===== config.mk =====
export PLATFORM = sky130hd
export DESIGN_NAME = adc_seq_ctrl
export DESIGN_NICKNAME = d
export VERILOG_FILES = /design/src/rtl/adc_seq_pkg.sv /design/src/rtl/adc_mode_reg.sv /design/src/rtl/adc_trig_sel.sv /design/src/rtl/adc_seq_fsm.sv /design/src/rtl/adc_seq_ctrl.sv
export SDC_FILE = /design/constraint.sdc
export NUM_CORES = 1
export LEC_CHECK = 0
export ABC_AREA = 1
export BUFFER_PORTS_ARGS = -buffer_cell sky130_fd_sc_hd__buf_2
export CAP_MARGIN = 20
export CORE_MARGIN = 3
export CORE_UTILIZATION = 26
export CTS_BUF_LIST = sky130_fd_sc_hd__clkbuf_4 sky130_fd_sc_hd__clkbuf_8
export DETAILED_ROUTE_END_ITERATION = 7
export GPL_ROUTABILITY_DRIVEN = 0
export PLACE_DENSITY = 0.51
export SYNTH_ARGS = -nofsm -noshare
export SYNTH_HDL_FRONTEND = slang
export SYNTH_SLANG_ARGS = --single-unit

===== constraint.sdc =====
create_clock -name clk_i -period 4.1 [get_ports clk_i]
set_clock_uncertainty 0.1 [all_clocks]
set_input_delay 0.41 -clock clk_i [delete_from_list [all_inputs] [get_ports clk_i]]
set_output_delay 0.41 -clock clk_i [all_outputs]
set_load 0.01 [all_outputs]

===== src/rtl/adc_seq_pkg.sv =====
package adc_seq_pkg;
  localparam int unsigned CFG_W    = 8;
  localparam logic [7:0]  CFG_MASK = 8'hE3;
  localparam int unsigned TM_HI    = 7;
  localparam int unsigned TM_LO    = 6;
  localparam int unsigned ONE_BIT  = 5;
  localparam int unsigned N_SRC    = 4;
  localparam logic [1:0]  SRC_NONE = 2'b01;

  typedef enum logic [1:0] {
    ST_IDLE,
    ST_STAB,
    ST_CONV,
    ST_HALT
  } seq_st_e;
endpackage


===== src/rtl/adc_mode_reg.sv =====
module adc_mode_reg
  import adc_seq_pkg::*;
(
  input  logic             clk_i,
  input  logic             rst_ni,
  input  logic             we_i,
  input  logic [CFG_W-1:0] wdata_i,
  input  logic             busy_i,
  output logic [CFG_W-1:0] cfg_o
);
  always_ff @(posedge clk_i or negedge rst_ni) begin
    if (!rst_ni)            cfg_o <= '0;
    else if (we_i && !busy_i) cfg_o <= wdata_i & CFG_MASK;
  end
endmodule


===== src/rtl/adc_trig_sel.sv =====
module adc_trig_sel
  import adc_seq_pkg::*;
#(
  parameter int unsigned LOCK_CYC = 4,
  localparam int unsigned LW      = $clog2(LOCK_CYC + 1)
) (
  input  logic             clk_i,
  input  logic             rst_ni,
  input  logic [1:0]       src_i,
  input  logic [N_SRC-1:0] trig_i,
  output logic             trig_o
);
  logic [LW-1:0] lock_q;
  logic          raw, lock_src, acc, d1_q, d2_q;

  assign raw      = (src_i == SRC_NONE) ? 1'b0 : trig_i[src_i];
  assign lock_src = src_i[1];  // sources 10/11 carry the lockout
  assign acc      = raw && !(lock_src && (lock_q != '0));

  always_ff @(posedge clk_i or negedge rst_ni) begin
    if (!rst_ni) begin
      lock_q <= '0;
      d1_q   <= 1'b0;
      d2_q   <= 1'b0;
    end else begin
      if (acc && lock_src)   lock_q <= LW'(LOCK_CYC);
      else if (lock_q != '0) lock_q <= lock_q - 1'b1;
      d1_q <= acc;
      d2_q <= d1_q;
    end
  end

  assign trig_o = d2_q;
endmodule


===== src/rtl/adc_seq_fsm.sv =====
module adc_seq_fsm
  import adc_seq_pkg::*;
#(
  parameter int unsigned STAB_CYC = 8,
  localparam int unsigned SW      = $clog2(STAB_CYC + 1)
) (
  input  logic clk_i,
  input  logic rst_ni,
  input  logic go_i,
  input  logic hw_mode_i,
  input  logic wait_mode_i,
  input  logic one_shot_i,
  input  logic trig_i,
  input  logic done_i,
  output logic start_o,
  output logic pwr_o
);
  seq_st_e       st_q;
  logic [SW-1:0] cnt_q;

  always_ff @(posedge clk_i or negedge rst_ni) begin
    if (!rst_ni) begin
      st_q    <= ST_IDLE;
      cnt_q   <= '0;
      start_o <= 1'b0;
      pwr_o   <= 1'b0;
    end else begin
      start_o <= 1'b0;
      if (!go_i) begin
        st_q  <= ST_IDLE;
        pwr_o <= 1'b0;
      end else begin
        unique case (st_q)
          ST_IDLE: begin
            if (!hw_mode_i) begin
              start_o <= 1'b1;
              st_q    <= ST_CONV;
            end else if (trig_i) begin
              if (wait_mode_i && !pwr_o) begin
                pwr_o <= 1'b1;
                cnt_q <= '0;
                st_q  <= ST_STAB;
              end else begin
                start_o <= 1'b1;
                st_q    <= ST_CONV;
              end
            end
          end
          ST_STAB: begin
            if (cnt_q == SW'(STAB_CYC - 1)) begin
              start_o <= 1'b1;
              st_q    <= ST_CONV;
            end else begin
              cnt_q <= cnt_q + 1'b1;
            end
          end
          ST_CONV: begin
            if (done_i) begin
              if (one_shot_i) begin
                pwr_o <= 1'b0;
                st_q  <= hw_mode_i ? ST_IDLE : ST_HALT;
              end else if (!hw_mode_i) begin
                start_o <= 1'b1;
              end else begin
                st_q <= ST_IDLE;
              end
            end
          end
          default: st_q <= ST_HALT;  // held until go drops
        endcase
      end
    end
  end
endmodule


===== src/rtl/adc_seq_ctrl.sv =====
module adc_seq_ctrl
  import adc_seq_pkg::*;
#(
  parameter int unsigned STAB_CYC = 8,
  parameter int unsigned LOCK_CYC = 4
) (
  input  logic             clk_i,
  input  logic             rst_ni,
  input  logic             cfg_we_i,
  input  logic [CFG_W-1:0] cfg_wdata_i,
  output logic [CFG_W-1:0] cfg_o,
  input  logic             start_i,
  input  logic             enable_i,
  input  logic [N_SRC-1:0] hw_trig_i,
  input  logic             conv_done_i,
  output logic             conv_start_o,
  output logic             pwr_req_o
);
  logic go, hw_mode, wait_mode, trig, pwr_wait;

  assign go        = start_i && enable_i;
  assign hw_mode   = cfg_o[TM_HI];
  assign wait_mode = cfg_o[TM_HI] && cfg_o[TM_LO];

  adc_mode_reg u_mode (
    .clk_i   (clk_i),
    .rst_ni  (rst_ni),
    .we_i    (cfg_we_i),
    .wdata_i (cfg_wdata_i),
    .busy_i  (start_i || enable_i),
    .cfg_o   (cfg_o)
  );

  adc_trig_sel #(.LOCK_CYC(LOCK_CYC)) u_trig (
    .clk_i  (clk_i),
    .rst_ni (rst_ni),
    .src_i  (cfg_o[1:0]),
    .trig_i (hw_trig_i),
    .trig_o (trig)
  );

  adc_seq_fsm #(.STAB_CYC(STAB_CYC)) u_fsm (
    .clk_i       (clk_i),
    .rst_ni      (rst_ni),
    .go_i        (go),
    .hw_mode_i   (hw_mode),
    .wait_mode_i (wait_mode),
    .one_shot_i  (cfg_o[ONE_BIT]),
    .trig_i      (trig),
    .done_i      (conv_done_i),
    .start_o     (conv_start_o),
    .pwr_o       (pwr_wait)
  );

  assign pwr_req_o = wait_mode ? pwr_wait : enable_i;
endmodule


==> impl_metrics.csv <==
group,metric,value,unit
route,drtIter0Drc,36,
pwr,vdd_ir_drop_max,0.000227,V
logic_synthesis,synth-seq-cells,18,
grt,grt_pass1_wl,3.66,mm
logic_synthesis,avgSynthCellArea,7.36,sq um
grt,grt_pass1_vias,802,
route,vias,959,
logic_synthesis,synthTopCellsByArea,"dfrtp_1 (41%), nand2_1 (14%), nand3_1 (7.3%), inv_1 (5.8%), nor2_1 (5.8%)",
clocking,clk_pin_slew,0.07,ns
die,rows,23,
hold_path,hold_class,"reg2reg",
route,wl,2.14,mm
critical_path,arrival,1.16,ns
grt,grtUsageTotal,9.08,%
place,dp_slack,2.56,ns
sta,whs,0.243,ns
logic_synthesis,ys_types,24,
grt,grt_max_degree,19,
final_layout,layout_common_cells,"nand2_1 (41), buf_2 (20), dfrtp_1 (18)",
clocking,clk_latency,0.26,ns
final_layout,seq_area,450,sq um
clocking,root_buffer,"clkbuf_8",
final_layout,multi_input_area,551,sq um
pwr,power_density,442,nW/um^2
critical_path,cp.required,3.59,ns
critical_path,cp-end-kind,"output port",
clocking,clock-sinks,18,
sta,drv_slew,0,
critical_path,path_max_fanout,9,
logic_synthesis,netlist_area,1100,sq um
pwr,p_sw,197,uW
route,route.detailed.drc,0,
status,status,"finished clean",
sta,finalSetupViolCount,0,
grt,grt-ovfl-total,0,
route,final_antenna_net_count,0,
final_layout,final_util,31.9,%
clocking,cts_hold_buf,1,
logic_synthesis,yosysTopAreaCell,"dfrtp_1",
sta,fmax,597,MHz
run,cap_violations,0,
logic_synthesis,yosysWarnings,0,
critical_path,crit_type,"reg2out",
clocking,cts_resized,0,
route,drt-vias-per-instance,4.34,
pwr,intPower,376,uW
clocking,cts_tree,"yes",
final_layout,insertedDiodeCount,0,
critical_path,start_kind,"flop",
pwr,switching_share,34.4,%
logic_synthesis,synth_top_area_share,40.8,%
final_layout,stdcell_area,1300,sq um
grt,antenna_found_initial,0,
die,die_y,71.2,um
final_layout,area_growth,17.5,%
logic_synthesis,syn_inst,150,
sta,timing.final.crit_period,1.67,ns
clocking,cts_made_buffers,3,
sta,hold_viol,0,
sta,totalNegativeSetupSlack,0,ns
place,dpl_cell_area,1230,sq um
sta,worst_slack,2.43,ns
pwr,clkPwrFrac,25.7,%
final_layout,final_nets,193,
clocking,cts_buffer_depth,2,
pwr,leakage,0.691,nW
place,dp_hpwl,1.64,mm
die,core_area,4060,sq um
die,die-area,5060,sq um
die,fp.dieW,71.2,um
final_layout,fillers,449,
sta,rsz0062_at_grt,"no",
final_layout,layout_commonest_cell,"nand2_1",
die,initial_core_util,27.2,%
logic_synthesis,ys_seq_area_share,40.8,%
final_layout,drive_gt1_share,22.2,%
clocking,htreeDepth,1,
pwr,power_frac_seq,42.9,%
clocking,postCtsSetupBuffers,0,
pwr,comb_power_share,31.4,%
die,ios,28,
route,dr.pass1.iters,4,
sta,fin_crit_sh,40.8,%
route,wl_per_cell,9.68,um
place,portBuffers,20,
## cell usage after synthesis
library cell and instances:
a21oi_2 1, nand3_1 16, buf_2 1, o21ai_1 1, mux2_2 3, nand2_1 41
inv_1 17, nor2_4 2, o21bai_1 1, a21oi_1 5, nor2_2 1, nor2_1 17
nand2_2 4, a21boi_0 1, ha_1 3, dfrtp_1 18, nor3_1 1, nand4_1 1
inv_2 1, or2_2 2, conb_1 1, buf_4 5, xnor2_1 1, o21ai_0 6
## path summary, 6_finish.rpt
path	start	to	slack, ns	cells after the start
setup / recovery	u_mode.cfg_o[7]	pwr_req_o	2.43	3
hold / removal	u_trig.d1_q	u_trig.trig_o	0.24	0
setup reg to reg	u_mode.cfg_o[7]	u_fsm.cnt_q[1]	2.66	5
hold reg to reg	u_trig.d1_q	u_trig.trig_o	0.24	0
max in group asynchronous	rst_ni	u_mode.cfg_o[7]	3.08	2
min in group asynchronous	rst_ni	u_fsm.cnt_q[3]	0.52	2
## area by class of cell
class / count / area share (%)
Multi-Input combinational cell: 110 / 42.5
Sequential cell: 18 / 34.7
Timing Repair Buffer: 21 / 8.49
Inverter: 18 / 5.21
Tap cell: 50 / 4.83
Clock buffer: 4 / 4.25
## worst max-delay path: stages (launching register included)
cell and delay [ns]:
dfrtp_1 0.49, nand2_1 0.13, o21ai_0 0.15, buf_2 0.14
## registers in the layout (all words and copies together), names as in the netlist
signal         flops
u_fsm.st_q         2
u_trig.trig_o      1
u_trig.d1_q        1
u_fsm.start_o      1
u_fsm.pwr_o        1
u_trig.lock_q      3
u_fsm.cnt_q        4
u_mode.cfg_o       5
## cell families (layout without fill, tap and decap cells)
group | count (synthesis) | count (layout) | share of synthesized area [%]
XOR/XNOR | 1 | 1 | 0.794
flip-flops | 18 | 18 | 40.8
AO/OA/AOI/OAI | 15 | 15 | 7.60
AND/OR/NAND/NOR | 85 | 85 | 34.0
other | 1 | 3 | 0.340
multiplexers | 3 | 3 | 3.06
buffers and inverters | 24 | 43 | 9.98
adder cells (fa/ha/maj) | 3 | 3 | 3.40
## power groups by stage
stage | Sequential (mW) | Combinational [mW] | Clock (mW)
2_1_floorplan | 0.245 | 0.142 | 0
3_3_place_gp | 0.250 | 0.182 | 0
3_5_place_dp | 0.250 | 0.181 | 0
4_1_cts | 0.246 | 0.183 | 0.155
5_1_grt | 0.253 | 0.212 | 0.160
6_report | 0.246 | 0.180 | 0.147
## stage by stage
stage / power (mW) / std cells
3_3_place_gp: 0.432 / 216
3_5_place_dp: 0.431 / 216
5_1_grt: 0.625 / 221
6_report: 0.573 / 221
2_1_floorplan: 0.387 / 152
4_1_cts: 0.584 / 221
## per-layer routing
| metal | GRT usage [%] | routed length, um |
|---|---|---|
| met1 | 12.1 | 1030 |
| met3 | 2.70 | 123 |
| met4 | 4.38 | 34 |
| met5 | 0 | 0 |
| met2 | 13.4 | 956 |
No activity file was read; power rests on OpenSTA's default activity.
